File: config.mk
export PLATFORM = sky130hd
export DESIGN_NAME = xbu_top
export DESIGN_NICKNAME = d
export VERILOG_FILES = /design/src/rtl/xbu_pkg.sv /design/src/rtl/xbu_decode.sv /design/src/rtl/xbu_cond_eval.sv /design/src/rtl/xbu_target.sv /design/src/rtl/xbu_top.sv
export SDC_FILE = /design/constraint.sdc
export NUM_CORES = 1
export LEC_CHECK = 0
export BUFFER_PORTS_ARGS = -buffer_cell sky130_fd_sc_hd__clkbuf_2
export CAP_MARGIN = 15
export CORE_MARGIN = 2
export CORE_UTILIZATION = 57
export CTS_CLUSTER_DIAMETER = 80
export DETAILED_ROUTE_END_ITERATION = 8
export GPL_TIMING_DRIVEN = 1
export PLACE_DENSITY = 0.81
export SYNTH_ARGS = -nofsm -noshare
export SYNTH_HDL_FRONTEND = slang
export SYNTH_HIERARCHICAL = 1
export SYNTH_SLANG_ARGS = --single-unit
File: constraint.sdc
create_clock -name clk -period 6.65 [get_ports clk]
set_input_delay 1.33 -clock clk [delete_from_list [all_inputs] [get_ports clk]]
set_output_delay 1.33 -clock clk [all_outputs]
set_load 0.01 [all_outputs]
File: src/rtl/xbu_pkg.sv
package xbu_pkg;
    localparam int INSTR_W = 32;
    localparam int PHASE_W = 3;
    localparam int BYTE_W  = 8;

    localparam logic [1:0] CLASS_XFER = 2'b10;
    localparam logic [2:0] OP_JUMP = 3'b000;
    localparam logic [2:0] OP_CALL = 3'b001;
    localparam logic [2:0] OP_RET  = 3'b010;
    localparam logic [2:0] OP_INT  = 3'b011;

    typedef enum logic [1:0] {
        M_IDLE = 2'd0,
        M_WAIT = 2'd1,
        M_HALT = 2'd2
    } xbu_mode_e;

    typedef struct packed {
        logic               is_xfer;
        logic [2:0]         op;
        logic               rel;
        logic               wait_req;
        logic               fly;
        logic [PHASE_W-1:0] phase;
        logic               carry_en;
        logic               sense;
        logic               data_en;
        logic               phase_en;
        logic [BYTE_W-1:0]  mask;
        logic [BYTE_W-1:0]  data;
    } xbu_dec_t;
endpackage

File: src/rtl/xbu_decode.sv
module xbu_decode
    import xbu_pkg::*;
(
    input  logic [INSTR_W-1:0] w0,
    output xbu_dec_t           dec
);
    logic unused_rsv;

    always_comb begin
        dec.is_xfer  = (w0[31:30] == CLASS_XFER);
        dec.op       = w0[29:27];
        dec.phase    = w0[26:24];
        dec.rel      = w0[23];
        dec.wait_req = w0[21];
        dec.fly      = w0[20];
        dec.carry_en = w0[19];
        dec.sense    = w0[18];
        dec.data_en  = w0[17];
        dec.phase_en = w0[16];
        dec.mask     = w0[15:8];
        dec.data     = w0[7:0];
    end

    assign unused_rsv = w0[22];
endmodule

File: src/rtl/xbu_cond_eval.sv
module xbu_cond_eval
    import xbu_pkg::*;
(
    input  xbu_dec_t           dec,
    input  logic [PHASE_W-1:0] phase_sel,
    input  logic [BYTE_W-1:0]  rx_byte,
    input  logic               carry,
    output logic               taken
);
    logic [BYTE_W-1:0] bit_ok;
    logic              data_ok;
    logic              phase_ok;
    logic              cond;

    // per-bit compare; a set mask bit removes the bit from the test
    for (genvar b = 0; b < BYTE_W; b++) begin : g_bit
        assign bit_ok[b] = dec.mask[b] | ~(rx_byte[b] ^ dec.data[b]);
    end

    always_comb begin
        data_ok  = &bit_ok;
        phase_ok = (phase_sel == dec.phase);
        cond     = (~dec.carry_en | carry)
                 & (~dec.data_en  | data_ok)
                 & (~dec.phase_en | phase_ok);
        taken    = dec.sense ? cond : ~cond;
    end
endmodule

File: src/rtl/xbu_target.sv
module xbu_target
    import xbu_pkg::*;
#(
    parameter int ADDR_W = 32,
    parameter int OFFS_W = 24,
    parameter int STEP   = 8
) (
    input  logic [ADDR_W-1:0]  base,
    input  logic [INSTR_W-1:0] w1,
    input  logic               rel,
    output logic [ADDR_W-1:0]  seq_addr,
    output logic [ADDR_W-1:0]  br_addr
);
    localparam logic [ADDR_W-1:0] STEP_V = ADDR_W'(STEP);

    logic [ADDR_W-1:0] off_ext;
    logic [ADDR_W-1:0] abs_addr;

    if (OFFS_W < ADDR_W) begin : g_sext
        assign off_ext = {{(ADDR_W-OFFS_W){w1[OFFS_W-1]}}, w1[OFFS_W-1:0]};
    end else begin : g_trunc
        assign off_ext = w1[ADDR_W-1:0];
    end

    if (ADDR_W < INSTR_W) begin : g_abs_narrow
        assign abs_addr = w1[ADDR_W-1:0];
    end else begin : g_abs_full
        assign abs_addr = w1;
    end

    always_comb begin
        seq_addr = base + STEP_V;
        br_addr  = rel ? (seq_addr + off_ext) : abs_addr;
    end
endmodule

File: src/rtl/xbu_top.sv
module xbu_top
    import xbu_pkg::*;
#(
    parameter int ADDR_W = 32,
    parameter int OFFS_W = 24,
    parameter int STEP   = 8
) (
    input  logic                clk,
    input  logic                rst_n,
    input  logic                issue,
    input  logic [31:0]         instr_w0,
    input  logic [31:0]         instr_w1,
    input  logic [ADDR_W-1:0]   instr_addr,
    input  logic [2:0]          phase_now,
    input  logic [2:0]          phase_req,
    input  logic                req_seen,
    input  logic [7:0]          rx_byte,
    input  logic                carry,
    input  logic                resume,
    output logic                ptr_valid,
    output logic [ADDR_W-1:0]   ptr_next,
    output logic [ADDR_W-1:0]   link_addr,
    output logic                busy,
    output logic                halted,
    output logic                irq_fly,
    output logic [31:0]         vector
);
    typedef struct packed {
        xbu_mode_e          mode;
        logic [INSTR_W-1:0] w0;
        logic [INSTR_W-1:0] w1;
        logic [ADDR_W-1:0]  addr;
        logic [ADDR_W-1:0]  link;
        logic [ADDR_W-1:0]  nxt;
        logic [INSTR_W-1:0] vec;
        logic               done;
        logic               fly;
    } xbu_state_t;

    xbu_state_t st_d, st_q;

    logic               use_lat;
    logic [INSTR_W-1:0] w0_sel, w1_sel;
    logic [ADDR_W-1:0]  addr_sel;
    logic [PHASE_W-1:0] phase_sel;
    xbu_dec_t           dec;
    logic               taken;
    logic [ADDR_W-1:0]  seq_addr, br_addr;
    logic               start, eval;

    always_comb begin
        use_lat   = (st_q.mode == M_WAIT);
        w0_sel    = use_lat ? st_q.w0   : instr_w0;
        w1_sel    = use_lat ? st_q.w1   : instr_w1;
        addr_sel  = use_lat ? st_q.addr : instr_addr;
        phase_sel = use_lat ? phase_req : phase_now;
    end

    xbu_decode u_dec (
        .w0  (w0_sel),
        .dec (dec)
    );

    xbu_cond_eval u_cond (
        .dec       (dec),
        .phase_sel (phase_sel),
        .rx_byte   (rx_byte),
        .carry     (carry),
        .taken     (taken)
    );

    xbu_target #(.ADDR_W(ADDR_W), .OFFS_W(OFFS_W), .STEP(STEP)) u_tgt (
        .base     (addr_sel),
        .w1       (w1_sel),
        .rel      (dec.rel),
        .seq_addr (seq_addr),
        .br_addr  (br_addr)
    );

    always_comb begin
        st_d      = st_q;
        st_d.done = 1'b0;
        st_d.fly  = 1'b0;
        start = (st_q.mode == M_IDLE) && issue && dec.is_xfer;
        eval  = (start && !dec.wait_req) || (use_lat && req_seen);

        if (start && dec.wait_req) begin
            st_d.mode = M_WAIT;
            st_d.w0   = instr_w0;
            st_d.w1   = instr_w1;
            st_d.addr = instr_addr;
        end

        if (st_q.mode == M_HALT && resume) begin
            st_d.mode = M_IDLE;
        end

        if (eval) begin
            st_d.done = 1'b1;
            st_d.mode = M_IDLE;
            st_d.nxt  = seq_addr;
            if (taken) begin
                case (dec.op)
                    OP_JUMP: st_d.nxt = br_addr;
                    OP_CALL: begin
                        st_d.nxt  = br_addr;
                        st_d.link = seq_addr;
                    end
                    OP_RET:  st_d.nxt = st_q.link;
                    OP_INT: begin
                        st_d.vec = w1_sel;
                        if (dec.fly) st_d.fly  = 1'b1;
                        else         st_d.mode = M_HALT;
                    end
                    default: ;
                endcase
            end
        end
    end

    always_ff @(posedge clk or negedge rst_n) begin
        if (!rst_n) begin
            st_q <= '{mode: M_IDLE, default: '0};
        end else begin
            st_q <= st_d;
        end
    end

    assign ptr_valid = st_q.done;
    assign ptr_next  = st_q.nxt;
    assign link_addr = st_q.link;
    assign busy      = (st_q.mode == M_WAIT);
    assign halted    = (st_q.mode == M_HALT);
    assign irq_fly   = st_q.fly;
    assign vector    = st_q.vec;

    assert_halt_sticky_R12: assert property (@(posedge clk) disable iff (!rst_n)
        (halted && !resume) |=> halted);

    assert_resume_releases_R12: assert property (@(posedge clk) disable iff (!rst_n)
        (halted && resume) |=> (!halted && !ptr_valid));

    assert_wait_quiet_R8: assert property (@(posedge clk) disable iff (!rst_n)
        (busy && !req_seen) |=> (busy && !ptr_valid));

    assert_call_link_R5: assert property (@(posedge clk) disable iff (!rst_n)
        (eval && taken && dec.op == OP_CALL) |=> (link_addr == $past(addr_sel) + ADDR_W'(STEP)));

    assert_return_target_R6: assert property (@(posedge clk) disable iff (!rst_n)
        (eval && taken && dec.op == OP_RET) |=> (ptr_next == $past(link_addr)));

    assert_fly_no_halt_R13: assert property (@(posedge clk) disable iff (!rst_n)
        irq_fly |-> (!halted && ptr_valid));

    assert_foreign_class_R2: assert property (@(posedge clk) disable iff (!rst_n)
        (!busy && !halted && issue && instr_w0[31:30] != 2'b10) |=> !ptr_valid);
endmodule

==> results.toml, run 1 <==
[clock_tree]
clock_sinks = 195
ctsHoldBuffers = 0
clk_pin_slew_ns = 0.07
clk_latency_ns = 0.43
cts_resized = 0
post_cts_buffers = 0
cts_tree = "done"
cts_max_level = 4
cts-root-buf = "clkbuf_16"
cts_buffers = 17
cts_buffer_depth = 2

[logic_synthesis]
syn_inst = 1344
syn_area_mm2 = 0.0130
synth_nets = 1496
yosys_warnings = 6
postSynthAreaPerCell_um2 = 9.65

[final_layout]
layout_commonest_cell = "nand2_1"
multi_input_area_mm2 = 0.00678
layout_common_cells = "nand2_1, clkbuf_2, mux2_2"
regArea_mm2 = 0.00488
drive_above_1_share_pct = 35.0
fillCellCount = 1848
syn2layout_area_growth_pct = 6.75
layout.nets = 1552

[sta]
min_period_over_period_pct = 89.5
worstMarginPinSlew_ns = 0.942
slew_headroom_pct = 37.2
finalSetupTns_ns = 0
setup_viol = 0
period_needed_ns = 5.95
fin_skew_ns = 0.00966
hold_violations = 0
finalMaxSlewViolations = 0
rsz0062_at_grt = "false"
max_freq_ghz = 0.168

[grt]
grt_pass1_vias = 9908
grt_max_degree = 117
grt_usage_pct = 26.6
grt_pass1_wl_mm = 50.8
antenna_found_initial = 7
grt_overflow = 0

[power_and_ir_drop]
peakVddDrop_mv = 0.256
sequentialPowerShare_pct = 29.7
power_density_mw_per_mm2 = 497
pwr-share-comb_pct = 55.9
p_int_w = 0.00402
swShare_pct = 41.5
switchingPower_w = 0.00286
total_power_w = 0.00688
p_leak_nw = 6.66
power_frac_clock_pct = 14.4

[setup_path]
cp-start-kind = "flip-flop"
worstSetupPathType = "flip-flop to flip-flop"
path_max_fanout = 27
crit_required_ns = 6.93
cp-end-kind = "flip-flop"
cp.arrival_ns = 6.24

[floorplan]
core_area_mm2 = 0.0225
die_x_um = 155
start_util_pct = 57.7
die-area_mm2 = 0.0240
ios = 216
fp-row-count = 55
die_h_um = 155

[detailed_routing]
drc = 0
antenna_left = 0
drt_iter0_drc = 645
drt_pre_antenna_iters = 6
vias = 9862
viasPerCell = 5.79
wl_mm = 31.6
wl_per_cell_um = 18.6

[place]
portBuffers = 214
place.gp.congestion = 0.923
hpwl_mm = 22.5

[hold_path]
hold_class = "flip-flop to flip-flop"

[outcome]
status = "finished clean"

[job]
maxCapViolCount = 0
## flip-flops by register name, summed over array words and instances, names as in the netlist
name       flops
st_q          97
ptr_valid      1
vector        32
link_addr     32
irq_fly        1
ptr_next      32
## path summary, 6_finish.rpt
check / to / slack (ns) / startpoint / cells past startpoint
max: ptr_next[31] / 0.70 / st_q[195] / 22
min in group asynchronous: st_q[158] / 1.01 / rst_n / 1
max in group asynchronous: irq_fly / 4.22 / rst_n / 2
min reg2reg: vector[8] / 0.49 / vector[8] / 1
min: vector[8] / 0.49 / vector[8] / 1
max reg2reg: ptr_next[31] / 0.70 / st_q[195] / 22
## metal layers
metal	part of all wire, %	track usage [%]
met5	0.095	0
met4	2.9	9.35
met3	5.3	5.54
met1	42	33.5
met2	49	45.7
## cell type report
type,count,share of cell area (%)
repair buffers,232,8.77
inverters,15,0.407
clock inverters,11,0.668
flip-flops and latches,195,35.2
clock buffers,21,3.32
diodes,4,0.0723
multi-input cells,939,49.0
well taps,285,2.57
## through the flow
step | utilization, % | hold WS (ns) | cell area [um2] | setup WS, ns | instances
2_1_floorplan | - | 0.459 | 13000 | 1.53 | 1344
3_3_place_gp | 59.0 | 0.470 | 13300 | 0.745 | 1666
3_5_place_dp | 59.0 | 0.482 | 13300 | 0.634 | 1666
4_1_cts | 61.5 | 0.499 | 13800 | 0.727 | 1698
5_1_grt | 61.6 | 0.514 | 13900 | 0.289 | 1702
6_report | 61.6 | 0.493 | 13900 | 0.697 | 1702
## worst max-delay path, stage by stage, from the launching register on
cell       delay, ns
dfrtp_1         0.48
nand2b_4        0.34
inv_2           0.41
nand2_1         0.12
nand2_1         0.17
and4_4          0.27
and4_1          0.38
nand3_1         0.20
nor2_1          0.40
nand3_1         0.15
xnor2_1         0.30
ha_1            0.37
and3_1          0.25
and4_1          0.25
a221oi_1        0.27
a211oi_1        0.11
a211oi_1        0.35
xnor2_1         0.13
mux2_4          0.27
nor2b_1         0.13
a21oi_1         0.15
a2bb2oi_1       0.18
a21oi_1         0.08
## power by group through the flow
stage | Sequential (W) | Clock, W | Combinational [W]
4_1_cts | 0.00204 | 0.00101 | 0.00383
2_1_floorplan | 0.00196 | 0 | 0.00330
3_5_place_dp | 0.00206 | 0 | 0.00378
6_report | 0.00204 | 0.000990 | 0.00385
5_1_grt | 0.00211 | 0.00106 | 0.00420
3_3_place_gp | 0.00202 | 0 | 0.00369
No activity file was read; power rests on OpenSTA's default activity.
==> inputs of run 2 (changes only) <==
--- a/config.mk
+++ b/config.mk
@@ -8,11 +8,11 @@
 export BUFFER_PORTS_ARGS = -buffer_cell sky130_fd_sc_hd__clkbuf_2
 export CAP_MARGIN = 15
 export CORE_MARGIN = 2
-export CORE_UTILIZATION = 57
+export CORE_UTILIZATION = 58
 export CTS_CLUSTER_DIAMETER = 80
 export DETAILED_ROUTE_END_ITERATION = 8
 export GPL_TIMING_DRIVEN = 1
-export PLACE_DENSITY = 0.81
+export PLACE_DENSITY = 0.82
 export SYNTH_ARGS = -nofsm -noshare
 export SYNTH_HDL_FRONTEND = slang
 export SYNTH_HIERARCHICAL = 1
==> results.toml, run 2 (synthesized netlist as in run 1, its figures left out) <==
[floorplan]
start_util_pct = 59.3
die_x_um = 154
fp-row-count = 54
ios = 216
core_area_mm2 = 0.0219
die-area_mm2 = 0.0236
die_h_um = 154

[final_layout]
layout_common_cells = "nand2_1, clkbuf_2, mux2_2"
final_core_util_pct = 63.4
drive_above_1_share_pct = 35.0
stdcell_count = 1695
layout_commonest_cell = "nand2_1"
top_register = "st_q"
largest_reg_flops = 97
design_area_mm2 = 0.0139
syn2layout_area_growth_pct = 6.96
layout.nets = 1553

[clock_tree]
cts_buffer_depth = 2
clk_latency_ns = 0.43
cts_max_level = 4
cts_resized = 0
clock_sinks = 195
clk_pin_slew_ns = 0.07
cts-root-buf = "clkbuf_16"
post_cts_buffers = 0
cts_tree = "done"
cts_buffers = 17
ctsHoldBuffers = 0

[sta]
period_needed_ns = 5.86
slew_headroom_pct = 36.5
rsz0062_at_grt = "false"
max_freq_ghz = 0.171
min_period_over_period_pct = 88.2
finalSetupTns_ns = 0
fin_skew_ns = 0.00883
finalMaxSlewViolations = 0
hold_violations = 0
worstMarginPinSlew_ns = 0.950
setup_viol = 0

[grt]
grt_usage_pct = 27.1
grt_pass1_wl_mm = 51.7
grt_max_degree = 76
busiest_layer = "met2"
met1_usage_pct = 34.0
antenna_found_initial = 3
grt_pass1_vias = 10096
use_met3_pct = 5.52
grt_overflow = 0
met2_usage_pct = 46.8

[detailed_routing]
drc = 0
vias = 9835
wl_per_cell_um = 18.7
viasPerCell = 5.80
wl_mm = 31.7
antenna_left = 0
drt_pre_antenna_iters = 5
drt_iter0_drc = 594

[power_and_ir_drop]
sequentialPowerShare_pct = 29.4
p_int_w = 0.00410
power_frac_clock_pct = 15.0
p_leak_nw = 6.68
peakVddDrop_mv = 0.255
pwr-share-comb_pct = 55.5
swShare_pct = 41.0
power_density_mw_per_mm2 = 500
switchingPower_w = 0.00285

[hold_path]
hold_end = "vector[8]"
min_path_cells = 1
hold_class = "flip-flop to flip-flop"
min_from = "vector[8]"

[place]
dp.cells = 1662
placed_area_mm2 = 0.0133
place.gp.congestion = 0.909
portBuffers = 214
hpwl_mm = 22.8

[job]
maxCapViolCount = 0

[setup_path]
worst-r2r-setup-slack_ns = 0.79
crit_required_ns = 6.93
worstSetupPathType = "flip-flop to flip-flop"
worstReg2RegStart = "st_q[195]"
r2r_end = "ptr_next[31]"
cp-end-kind = "flip-flop"
cp-start-kind = "flip-flop"
cp.arrival_ns = 6.14
reg2reg_depth = 22
path_max_fanout = 24

[outcome]
status = "finished clean"
## run 2: cell types whose count changed in the layout (fill, tap and decap cells not counted)
cell       before  now
inv_8           2    1
diode_2         4    2
bufinv_16       0    2
inv_6           4    2
buf_4          18   19
## run 2: cell type report
cell class	instances	area, um2
fill	1788	8010
multi-input combinational	939	6780
sequential	195	4880
timing repair buffer	233	1220
clock buffer	21	460
tap	280	350
clock inverter	10	124
inverter	15	56.3
antenna	2	5.00
## run 2: how the worst max path moves through the flow
stage               cells past startpoint      endpoint  slack [ns]     startpoint
CTS                                    22  ptr_next[31]        0.89      st_q[195]
global placement                       21  ptr_next[31]        0.76  instr_addr[6]
floorplan                              26  ptr_next[31]        1.53      st_q[195]
finish                                 22  ptr_next[31]        0.79      st_q[195]
detailed placement                     21  ptr_next[31]        0.57  instr_addr[6]
global route                           22  ptr_next[31]        0.40      st_q[195]
## run 2: through the flow
| stage | total power, W | hold slack [ns] | worst slack [ns] |
|---|---|---|---|
| after global placement | 0.00572 | 0.472 | 0.764 |
| after global routing | 0.00744 | 0.520 | 0.398 |
| final | 0.00694 | 0.493 | 0.788 |
| after detailed placement | 0.00586 | 0.482 | 0.567 |
| after floorplan | 0.00526 | 0.459 | 1.53 |
| after CTS | 0.00694 | 0.498 | 0.895 |
## run 2: layer usage
metal  part of all wire (%)  wire length, um  up-vias
li1                       -                -     4644
met1                     42            13200     4787
met2                     49            15600      330
met3                    5.7             1800       72
met4                    3.1              988        2
met5                  0.035               11        -
## run 2: power by group through the flow
| stage | Combinational (W) | Sequential [W] | Clock [W] |
|---|---|---|---|
| 2_1_floorplan | 0.00330 | 0.00196 | 0 |
| 3_3_place_gp | 0.00370 | 0.00202 | 0 |
| 3_5_place_dp | 0.00380 | 0.00206 | 0 |
| 4_1_cts | 0.00384 | 0.00204 | 0.00106 |
| 5_1_grt | 0.00422 | 0.00211 | 0.00110 |
| 6_report | 0.00386 | 0.00204 | 0.00104 |
## run 2: worst max-delay path, stage by stage, from the launching register on
cell and delay (ns):
dfrtp_1 0.48, nand2b_4 0.34, inv_2 0.25, buf_4 0.30, nand2_1 0.09, nand2_1 0.13, and4_1 0.41, nand3_1 0.21
nor2_1 0.38, nand3_1 0.16, xnor2_1 0.37, ha_1 0.39, and3_1 0.26, and4_1 0.25, a221oi_1 0.29, a211oi_1 0.13
a211oi_1 0.36, xnor2_1 0.13, mux2_4 0.26, nor2b_1 0.13, a21oi_1 0.13, a2bb2oi_1 0.17, a21oi_1 0.08
==> inputs of run 3 (changes only) <==
--- a/config.mk
+++ b/config.mk
@@ -5,7 +5,7 @@
 export SDC_FILE = /design/constraint.sdc
 export NUM_CORES = 1
 export LEC_CHECK = 0
-export BUFFER_PORTS_ARGS = -buffer_cell sky130_fd_sc_hd__clkbuf_2
+export BUFFER_PORTS_ARGS = -buffer_cell sky130_fd_sc_hd__buf_2
 export CAP_MARGIN = 15
 export CORE_MARGIN = 2
 export CORE_UTILIZATION = 58
==> results.toml, run 3 (synthesized netlist as in run 1, its figures left out) <==
[clock_tree]
cts_buffers = 17
clk_latency_ns = 0.44
cts-root-buf = "clkbuf_16"
clk_pin_slew_ns = 0.08
cts_resized = 0
cts_max_level = 4
post_cts_buffers = 0
cts_tree = "done"
clock_sinks = 195
ctsHoldBuffers = 0
cts_buffer_depth = 2

[setup_path]
worstSetupPathType = "flip-flop to flip-flop"
reg2reg_depth = 22
r2r_end = "ptr_next[31]"
path_max_fanout = 21
cp.arrival_ns = 6.07
worstReg2RegStart = "st_q[195]"
cp-start-kind = "flip-flop"
worst-r2r-setup-slack_ns = 0.87
cp-end-kind = "flip-flop"
crit_required_ns = 6.94

[final_layout]
layout_commonest_cell = "nand2_1"
syn2layout_area_growth_pct = 7.26
top_register = "st_q"
design_area_mm2 = 0.0139
fillCellCount = 1819
layout_common_cells = "nand2_1, buf_2, mux2_2"
largest_reg_flops = 97
layout.nets = 1553
drive_above_1_share_pct = 35.1
stdcell_count = 1699

[power_and_ir_drop]
swShare_pct = 41.2
sequentialPowerShare_pct = 29.2
p_leak_nw = 6.69
power_density_mw_per_mm2 = 501
pwr-share-comb_pct = 55.2
p_int_w = 0.00409
switchingPower_w = 0.00287
peakVddDrop_mv = 0.274
total_power_w = 0.00697
power_frac_clock_pct = 15.6

[floorplan]
start_util_pct = 59.3
ios = 216
die-area_mm2 = 0.0236
core_area_mm2 = 0.0219
fp-row-count = 54
die_x_um = 154
die_h_um = 154

[place]
placed_area_mm2 = 0.0133
place.gp.congestion = 0.897
place_ws_ns = 0.679
hpwl_mm = 22.8
portBuffers = 214
dp.cells = 1662

[hold_path]
min_from = "vector[21]"
hold_end = "vector[21]"
hold_class = "flip-flop to flip-flop"
min_path_cells = 1

[sta]
fin_ws_ns = 0.868
min_period_over_period_pct = 87.0
finalSetupTns_ns = 0
period_needed_ns = 5.78
slew_headroom_pct = 37.8
max_freq_ghz = 0.173
finalMaxSlewViolations = 0
worstMarginPinSlew_ns = 0.931
fin_skew_ns = 0.0153
rsz0062_at_grt = "false"
hold_violations = 0
setup_viol = 0

[grt]
grt_usage_pct = 27.1
grt_max_degree = 81
grt_pass1_vias = 9996
grt_overflow = 0
grt_pass1_wl_mm = 51.4
antenna_found_initial = 8

[detailed_routing]
drc = 0
wl_mm = 31.8
viasPerCell = 5.75
vias = 9773
antenna_left = 0
drt_iter0_drc = 598
drt_pre_antenna_iters = 6
wl_per_cell_um = 18.7

[job]
maxCapViolCount = 0

[outcome]
status = "finished clean"
## run 3: layout make-up
type | instances | area [um2] | area share [%]
Antenna cell | 5 | 12.5 | 0.0899
Clock buffer | 17 | 425 | 3.06
Clock inverter | 15 | 190 | 1.37
Inverter | 15 | 56.3 | 0.405
Multi-Input combinational cell | 939 | 6780 | 48.7
Sequential cell | 195 | 4880 | 35.1
Tap cell | 280 | 350 | 2.52
Timing Repair Buffer | 233 | 1220 | 8.78
## run 3: critical path, stage by stage (launching register included)
cell,delay (ns)
dfrtp_1,0.49
nand2b_4,0.29
inv_2,0.33
buf_4,0.31
nand2_1,0.09
nand2_1,0.13
and4_1,0.40
nand3_1,0.21
nor2_1,0.38
nand3_1,0.15
xnor2_1,0.34
ha_1,0.38
and3_1,0.26
and4_1,0.26
a221oi_1,0.27
a211oi_1,0.11
a211oi_1,0.31
xnor2_1,0.13
mux2_4,0.26
nor2b_1,0.13
a21oi_1,0.13
a2bb2oi_1,0.18
a21oi_1,0.08
## run 3: how the worst max path moves through the flow
stage,endpoint,slack (ns),cells past startpoint,start
4_1_cts,ptr_next[31],0.87,22,st_q[195]
5_1_grt,ptr_next[31],0.46,22,st_q[195]
3_3_place_gp,ptr_next[31],0.77,21,instr_addr[6]
2_1_floorplan,ptr_next[31],1.53,26,st_q[195]
6_report,ptr_next[31],0.87,22,st_q[195]
3_5_place_dp,ptr_next[31],0.68,21,instr_addr[6]
## run 3: metrics by stage
| step | utilization [%] | hold WS, ns |
|---|---|---|
| final | 63.6 | 0.501 |
| after global routing | 63.6 | 0.515 |
| after CTS | 63.5 | 0.507 |
| after detailed placement | 60.7 | 0.490 |
| after global placement | 60.7 | 0.467 |
| after floorplan | - | 0.459 |
## run 3: layer usage
layer	up-vias	part of all wire (%)	track usage (%)
met4	6	1.9	8.48
met1	4792	41	33.4
met5	-	0.12	0
met3	43	5.7	5.75
li1	4650	-	-
met2	282	51	47.8
## run 3: power groups by stage
stage	sequential (W)	clock [W]	combinational [W]
after floorplan	0.00196	0	0.00330
after global placement	0.00201	0	0.00371
after CTS	0.00203	0.00111	0.00384
after global routing	0.00210	0.00115	0.00420
after detailed placement	0.00205	0	0.00380
final	0.00204	0.00109	0.00385
